==> src/rtl/const_arith_unit.sv <==
module const_arith_unit #(
  parameter int WIDTH = 8
) (
  input  logic [WIDTH-1:0] a,
  input  logic [WIDTH-1:0] b,
  input  logic             sel,
  input  logic             cin,
  output logic [WIDTH-1:0] d,
  output logic             cout
);

  logic [WIDTH-1:0] opnd;
  logic [WIDTH:0]   carry;
  logic [1:0]       mode;

  assign mode     = {sel, cin};
  assign carry[0] = cin;

  // per-bit operand choice, mode order 00,01,10,11
  generate
    for (genvar i = 0; i < WIDTH; i++) begin : g_bit
      if (i == 0) begin : g_lsb
        always_comb
          case (mode)
            2'b00:   opnd[i] = b[i];
            2'b01:   opnd[i] = 1'b0;
            2'b10:   opnd[i] = 1'b1;
            default: opnd[i] = ~b[i];
          endcase
      end else if (i == 1) begin : g_b1
        always_comb
          case (mode)
            2'b00:   opnd[i] = b[i];
            2'b01:   opnd[i] = 1'b1;
            2'b10:   opnd[i] = 1'b0;
            default: opnd[i] = ~b[i];
          endcase
      end else begin : g_hi
        always_comb
          case (mode)
            2'b00:   opnd[i] = b[i];
            2'b01:   opnd[i] = 1'b0;
            2'b10:   opnd[i] = 1'b1;
            default: opnd[i] = ~b[i];
          endcase
      end

      assign d[i]       = a[i] ^ opnd[i] ^ carry[i];
      assign carry[i+1] = (a[i] & opnd[i]) | (carry[i] & (a[i] ^ opnd[i]));
    end
  endgenerate

  assign cout = carry[WIDTH];

  always_comb begin
    if (mode == 2'b00)
      p_add_b_r1: assert ({cout, d} == ({1'b0, a} + {1'b0, b}))
        else $error("R1 sum mismatch");
    if (mode == 2'b11)
      p_sub_b_r4: assert ((d == WIDTH'(a - b)) && (cout == (a >= b)))
        else $error("R4 difference mismatch");
    if (mode == 2'b01)
      p_const_plus_r5: assert (opnd == WIDTH'(2))
        else $error("R5 operand depends on b");
    if (mode == 2'b10)
      p_const_minus_r5: assert (opnd == ~WIDTH'(2))
        else $error("R5 operand depends on b");
    if (mode == 2'b10)
      p_minus3_carry_r3: assert (cout == (a >= WIDTH'(3)))
        else $error("R3 carry mismatch");
  end

endmodule

==> config.mk <==
export PLATFORM = sky130hd
export DESIGN_NAME = const_arith_unit
export DESIGN_NICKNAME = d
export VERILOG_FILES = /design/src/rtl/const_arith_unit.sv
export SDC_FILE = /design/constraint.sdc
export NUM_CORES = 1
export LEC_CHECK = 0
export BUFFER_PORTS_ARGS = -buffer_cell sky130_fd_sc_hd__buf_2
export CAP_MARGIN = 20
export CORE_AREA = 2 2 39 41
export DETAILED_ROUTE_END_ITERATION = 12
export DIE_AREA = 0 0 41 43
export PLACE_DENSITY_LB_ADDON = 0.2
export SLEW_MARGIN = 20
export SYNTH_ARGS = -nofsm -noshare
export SYNTH_HDL_FRONTEND = slang
export SYNTH_SLANG_ARGS = --single-unit
export TNS_END_PERCENT = 50
==> constraint.sdc <==
create_clock -name vclk -period 16.2
set_clock_uncertainty 0.2 [all_clocks]
set_input_delay 3.24 -clock vclk [all_inputs]
set_output_delay 3.24 -clock vclk [all_outputs]
set_load 0.01 [all_outputs]
==> results of run 1 <==
[final cells by class]
cell class | instances | area, um^2 | area share [%]
multi-input cells | 17 | 239 | 52.6
well taps | 16 | 20.0 | 4.41
repair buffers | 27 | 135 | 29.8
inverters | 16 | 60.1 | 13.2
[worst max-delay path, cell delays in order]
cell and delay [ps]:
buf_2 150, inv_2 50, mux2i_1 150, fa_1 190, inv_1 50, fa_1 380, fa_1 390, fa_1 390
fa_1 380, fa_1 380, fa_1 370, inv_1 80, fa_1 390, buf_2 150
[metal layers]
layer  up-vias  track usage, %  routed length [um]
met1       119            10.6                 241
met4         0               0                   0
li1        145               -                   -
met3         0               0                  59
met5         -               0                   0
met2        14            10.6                 276
[worst paths after layout]
| check | start | end | slack [ps] | cells past startpoint |
|---|---|---|---|---|
| worst min-delay path | a[0] | d[0] | 6640 | 3 |
| worst max-delay path | sel | d[7] | 6010 | 14 |
[cells in the mapped netlist]
master / count
fa_1: 8
inv_1: 15
inv_2: 1
mux2i_1: 7
nand2_1: 1
o21ai_0: 1
[cells in the final DEF, fill, tap and decap left out]
cell type and instances:
buf_2 27, fa_1 8, inv_1 15, inv_2 1, mux2i_1 7, nand2_1 1
o21ai_0 1
[logic make-up (layout without fill, tap and decap cells)]
group,after synthesis,after routing,synth area share [%]
buffers and inverters,16,43,20.1
and+or+nand+nor,1,1,1.25
AOI/OAI and AO/OA,1,1,1.67
adders and majority gates,8,8,53.6
muxes,7,7,23.4
[report_power, final]
| part | switching [mW] | internal (mW) | total (mW) |
|---|---|---|---|
| logic | 0.00979 | 0.00871 | 0.0185 |
| clock network | 0 | 0 | 0 |
| registers | 0 | 0 | 0 |
| total | 0.00979 | 0.00871 | 0.0185 |
[metrics by stage]
step           hold slack, ps  util, %  instances  worst slack [ps]
2_1_floorplan            6470        -         33              6360
3_3_place_gp             6640     32.8         76              6020
3_5_place_dp             6640     32.8         76              5980
4_1_cts                  6640     32.8         76              5980
5_1_grt                  6660     32.8         76              5840
6_report                 6640     32.8         76              6010
==> run_results.csv, run 1 <==
group,metric,value,unit
outcome,status,"complete, no violations",
worst_setup_path,timing_worst_setup_path_type,"in -> out",
floorplanning,dieArea,1760,um^2
route,drc,0,
timing,tns,0,ps
floorplanning,ioPinCount,27,
placement,port_buffers,27,
clock_tree,cts_setup_buffers,0,
timing,grt_setup_unrepaired,"no",
power,total_power,0.0185,mW
layout,clkbuf_count,0,
clock_tree,cts_resized,0,
timing,slew_headroom,83.8,%
grt,grt_pass1_vias,225,
route,drtAntennaViolNets,0,
route,wl_per_cell,7.59,um
route,wl,577,um
layout,fin_nets,88,
grt,overflow,0,
route,routed_via_density,3.66,
worst_setup_path,cp-start-kind,"primary input",
worst_setup_path,critical_path_arrival,6750,ps
timing,period_needed,10190,ps
floorplanning,die_w,41,um
synth,synthCells,33,
run,drv_cap,0,
layout,fill_cells,158,
timing,final-hold-violation-count,0,
grt,grt_pass1_wl,890,um
synth,yosysTopAreaCell,"fa_1",
power,p_per_area,40.7,nW/um^2
grt,grt_usage,6.68,%
floorplanning,core_area,1380,um^2
timing,setup_viol,0,
layout,seq_cells,0,
synth,avgSynthCellArea,9.06,um^2
synth,yosysWarnings,0,
placement,place_congestion,0.654,
route,vias,278,
route,drt_iter0_markers,0,
timing,fin_crit_sh,62.9,%
floorplanning,die_h,43,um
synth,ys_seq_area_share,0,%
worst_setup_path,crit_path_end_kind,"output pin",
layout,drive_above_1_share,46.7,%
worst_setup_path,cp.required,12760,ps
placement,placed_cell_area,454,um^2
synth,syn_nets,59,
hold_path,min_path_type,"in -> out",
power,p_leak,0.294,nW
layout,seqCellArea,0,um^2
placement,hpwl,550,um
grt,grt_max_degree,8,
synth,synth_top_area_share,53.6,%
route,drt_first_pass_iters,1,
worst_setup_path,critPathMaxFanout,7,
synth,syn_area,299,um^2
timing,worstMarginPinSlew,241,ps
timing,timing.fmax,98.1,MHz
power,max-vdd-ir-drop,0.0111,mV
floorplanning,initial_core_util,21.6,%
grt,antenna_found_initial,0,
clock_tree,cts_hold_buf,0,
synth,synthTopCellsByArea,"fa_1 54%, mux2i_1 23%, inv_1 19%",
layout,antenna_cells,0,
floorplanning,row_count,14,
layout,area_growth,51.9,%
layout,stdcell_area,454,um^2
timing,slew_violations,0,
synth,synth.distinct_cells,6,
(Power assumes the default switching activity.)
==> run 2: changes to the inputs <==
clock period = 8.9 ns   (was 16.2 ns; I/O delays follow)
==> run 2 against run 1 <==
- sequential share of layout area unchanged
- highest routed layer unchanged
- sequential cell count stayed put
- cell count is the same
- first-iteration DRC count unchanged
- design area unchanged
- combinational power up 81%
- power grew 81%
- critical path depth unchanged
- largest cell class unchanged
- global-route usage hardly changed
- routed wire length fell by 2.9%
==> run_results.csv, run 2 (synthesis results as in run 1) <==
group,metric,value,unit
power,power_switching,0.0177,mW
hold_path,hold_depth,3,
grt,antenna_found_initial,0,
clock_tree,cts_setup_buffers,0,
floorplanning,die_w,41,um
layout,stdcell_count,76,
power,clkPwrFrac,0,%
timing,slew_headroom,83.6,%
worst_setup_path,cp.required,6920,ps
floorplanning,ioPinCount,27,
route,vias,287,
timing,timing.fmax,138,MHz
route,drt_iter0_markers,0,
timing,worstMarginPinSlew,244,ps
floorplanning,dieArea,1760,um^2
placement,hpwl,554,um
layout,final_common_cell,"buf_2",
power,comb_power_share,100.0,%
hold_path,hp-start,"a[7]",
placement,placed_cell_area,454,um^2
timing,setup_viol,0,
layout,fin_nets,88,
power,max-vdd-ir-drop,0.0216,mV
layout,drive_above_1_share,46.7,%
power,seqPwrFrac,0,%
worst_setup_path,cp-start-kind,"primary input",
outcome,status,"complete, no violations",
worst_setup_path,critical_path_arrival,5270,ps
floorplanning,core_area,1380,um^2
layout,clkbuf_count,0,
power,p_leak,0.294,nW
clock_tree,cts_hold_buf,0,
route,drtAntennaViolNets,0,
route,drc,0,
timing,final-hold-violation-count,0,
timing,tns,0,ps
route,routed_via_density,3.78,
layout,area_growth,51.9,%
power,power.internal,0.0158,mW
timing,period_needed,7250,ps
timing,slew_violations,0,
hold_path,min_to,"cout",
grt,grt_max_degree,8,
floorplanning,row_count,14,
layout,fill_cells,158,
route,wl,560,um
layout,antenna_cells,0,
grt,grt_pass1_wl,876,um
grt,grt_pass1_vias,253,
run,drv_cap,0,
layout,layout_common_cells,"27 x buf_2, 15 x inv_1, 8 x fa_1",
placement,port_buffers,27,
placement,place_congestion,0.650,
placement,dp.cells,76,
clock_tree,cts_resized,0,
route,wl_per_cell,7.37,um
layout,stdcell_area,454,um^2
layout,seq_cells,0,
worst_setup_path,timing_worst_setup_path_type,"in -> out",
timing,fin_crit_sh,81.5,%
layout,fin_util,32.8,%
power,p_per_area,73.6,nW/um^2
power,switching_share,52.9,%
floorplanning,die_h,43,um
grt,grt_usage,6.67,%
floorplanning,initial_core_util,21.6,%
timing,grt_setup_unrepaired,"no",
route,drt_first_pass_iters,1,
grt,overflow,0,
worst_setup_path,critPathMaxFanout,7,
layout,seqCellArea,0,um^2
hold_path,min_path_type,"in -> out",
worst_setup_path,crit_path_end_kind,"output pin",
[run 2: cell counts in the layout (fill, tap and decap cells not counted)]
No cell type changed its count.
[run 2: worst max-delay path by stage]
| stage | from | endpoint | cells past startpoint | slack, ps |
|---|---|---|---|---|
| after floorplan | b[0] | d[7] | 11 | 1980 |
| after global placement | sel | d[7] | 14 | 1620 |
| after detailed placement | sel | d[7] | 14 | 1610 |
| after CTS | sel | d[7] | 14 | 1610 |
| after global routing | sel | d[7] | 14 | 1460 |
| final | sel | d[7] | 14 | 1650 |
[run 2: per-stage QoR]
| step | total power [mW] | hold slack [ps] | setup WS [ps] |
|---|---|---|---|
| detailed placement | 0.0345 | 3730 | 1610 |
| CTS | 0.0346 | 3730 | 1610 |
| global placement | 0.0343 | 3720 | 1620 |
| floorplan | 0.0200 | 3550 | 1980 |
| finish | 0.0334 | 3720 | 1650 |
| global route | 0.0397 | 3740 | 1460 |
[run 2: routing by layer]
metal / up-vias / track usage (%) / routed length [um]
met1: 128 / 8.85 / 220
met3: 0 / 0 / 55
met5: - / 0 / 0
li1: 145 / - / -
met4: 0 / 0 / 0
met2: 14 / 12.2 / 285
[run 2: final cells by class]
class | instances | area (um^2) | share of cell area (%)
Multi-Input combinational cell | 17 | 239 | 52.6
Timing Repair Buffer | 27 | 135 | 29.8
Inverter | 16 | 60.1 | 13.2
Tap cell | 16 | 20.0 | 4.41
[run 2: power by group through the flow]
| stage | registers, mW | clock network (mW) | logic (mW) |
|---|---|---|---|
| after floorplan | 0 | 0 | 0.0200 |
| after global placement | 0 | 0 | 0.0343 |
| after detailed placement | 0 | 0 | 0.0345 |
| after CTS | 0 | 0 | 0.0346 |
| after global routing | 0 | 0 | 0.0397 |
| final | 0 | 0 | 0.0334 |
[run 2: critical path, cell delays in order]
cell     delay (ps)
buf_2           150
inv_2            50
mux2i_1         150
fa_1            190
inv_1            50
fa_1            370
fa_1            390
fa_1            380
fa_1            380
fa_1            390
fa_1            360
inv_1            70
fa_1            400
buf_2           150
==> run 3: changes to the inputs <==
clock period = 7.5 ns   (was 8.9 ns; I/O delays follow)
==> run 3 against run 2 <==
- hold slack got worse by 560 ps
- core utilization did not move
- combinational power grew 19%
- clock-buffer cell count unchanged
- sequential cell count did not move
==> run_results.csv, run 3 (synthesis results as in run 1) <==
group,metric,value,unit
route,drtAntennaViolNets,0,
run,drv_cap,0,
timing,period_needed,6720,ps
route,wl,542,um
worst_setup_path,timing_worst_setup_path_type,"in -> out",
power,max-vdd-ir-drop,0.0259,mV
layout,seqCellArea,0,um^2
outcome,status,"complete, no violations",
worst_setup_path,cpMostUsedCell,"fa_1",
layout,seq_cells,0,
layout,fill_cells,160,
timing,grt_setup_unrepaired,"no",
placement,hpwl,526,um
worst_setup_path,critical_path_arrival,5020,ps
route,vias,285,
timing,holdWs,3160,ps
floorplanning,ioPinCount,27,
grt,grt_usage,6.67,%
worst_setup_path,slowest_delay,400,ps
timing,worstMarginPinSlew,242,ps
placement,place_congestion,0.654,
grt,overflow,0,
worst_setup_path,cp-start-kind,"primary input",
timing,fin_crit_sh,89.6,%
layout,drive_above_1_share,46.7,%
route,wl_per_cell,7.13,um
floorplanning,dieArea,1760,um^2
hold_path,min_path_type,"in -> out",
clock_tree,cts_resized,0,
worst_setup_path,cp.required,5800,ps
clock_tree,cts_hold_buf,0,
timing,timing.fmax,149,MHz
layout,fin_nets,88,
timing,slew_violations,0,
power,p_leak,0.294,nW
layout,final_common_cell,"buf_2",
layout,area_growth,51.9,%
layout,multiInputGateArea,239,um^2
timing,setup_viol,0,
route,drt_iter0_markers,0,
route,routed_via_density,3.75,
floorplanning,row_count,14,
grt,grt_max_degree,8,
layout,layout_common_cells,"27 x buf_2, 15 x inv_1, 8 x fa_1",
floorplanning,die_w,41,um
route,drc,0,
grt,grt_pass1_vias,265,
power,p_per_area,87.4,nW/um^2
placement,port_buffers,27,
worst_setup_path,crit_path_end_kind,"output pin",
timing,tns,0,ps
grt,antenna_found_initial,0,
floorplanning,die_h,43,um
grt,grt_pass1_wl,897,um
timing,final-hold-violation-count,0,
clock_tree,cts_setup_buffers,0,
timing,slew_headroom,83.7,%
route,drt_first_pass_iters,1,
floorplanning,initial_core_util,21.6,%
worst_setup_path,critPathMaxFanout,7,
floorplanning,core_area,1380,um^2
layout,clkbuf_count,0,
worst_setup_path,crit_path_cell_trace,"buf_2, inv_2, mux2i_1, fa_1, inv_1, fa_1, fa_1, fa_1, fa_1, fa_1, fa_1, inv_1, fa_1, buf_2",
worst_setup_path,slowest_stage,"fa_1",
layout,antenna_cells,0,
[run 3: layout make-up]
cell class                 instances  area share (%)
multi-input combinational         17            52.6
inverter                          16            13.2
tap                               16            4.41
timing repair buffer              27            29.8
[run 3: report_power, final]
group | leakage, nW | total, mW | switching [mW] | internal, mW
registers | 0 | 0 | 0 | 0
logic | 0.294 | 0.0397 | 0.0209 | 0.0188
clock network | 0 | 0 | 0 | 0
total | 0.294 | 0.0397 | 0.0209 | 0.0188
[run 3: path summary, 6_finish.rpt]
check,start,to,cells after the start
max,sel,d[7],14
min,a[7],cout,3
[run 3: per-stage QoR]
step | total power, mW | instances | util [%] | setup slack, ps | instance area (um^2)
6_report | 0.0397 | 76 | 32.8 | 783 | 454
5_1_grt | 0.0474 | 76 | 32.8 | 610 | 454
4_1_cts | 0.0411 | 76 | 32.8 | 746 | 454
3_5_place_dp | 0.0410 | 76 | 32.8 | 748 | 454
3_3_place_gp | 0.0406 | 76 | 32.8 | 728 | 454
2_1_floorplan | 0.0237 | 33 | - | 1140 | 299
[run 3: metal layers]
metal	vias up	wire length, um	GRT usage, %	part of all wire [%]
li1	145	-	-	-
met5	-	0	0	0
met4	0	0	0	0
met3	0	65	0	12
met2	14	277	13.8	51
met1	126	199	7.21	37
[run 3: critical path: cells and delay by family]
kind / cells / cell delay [ps]
buffers and inverters: 5 / 480
muxes: 1 / 160
adders and majority gates: 8 / 2870
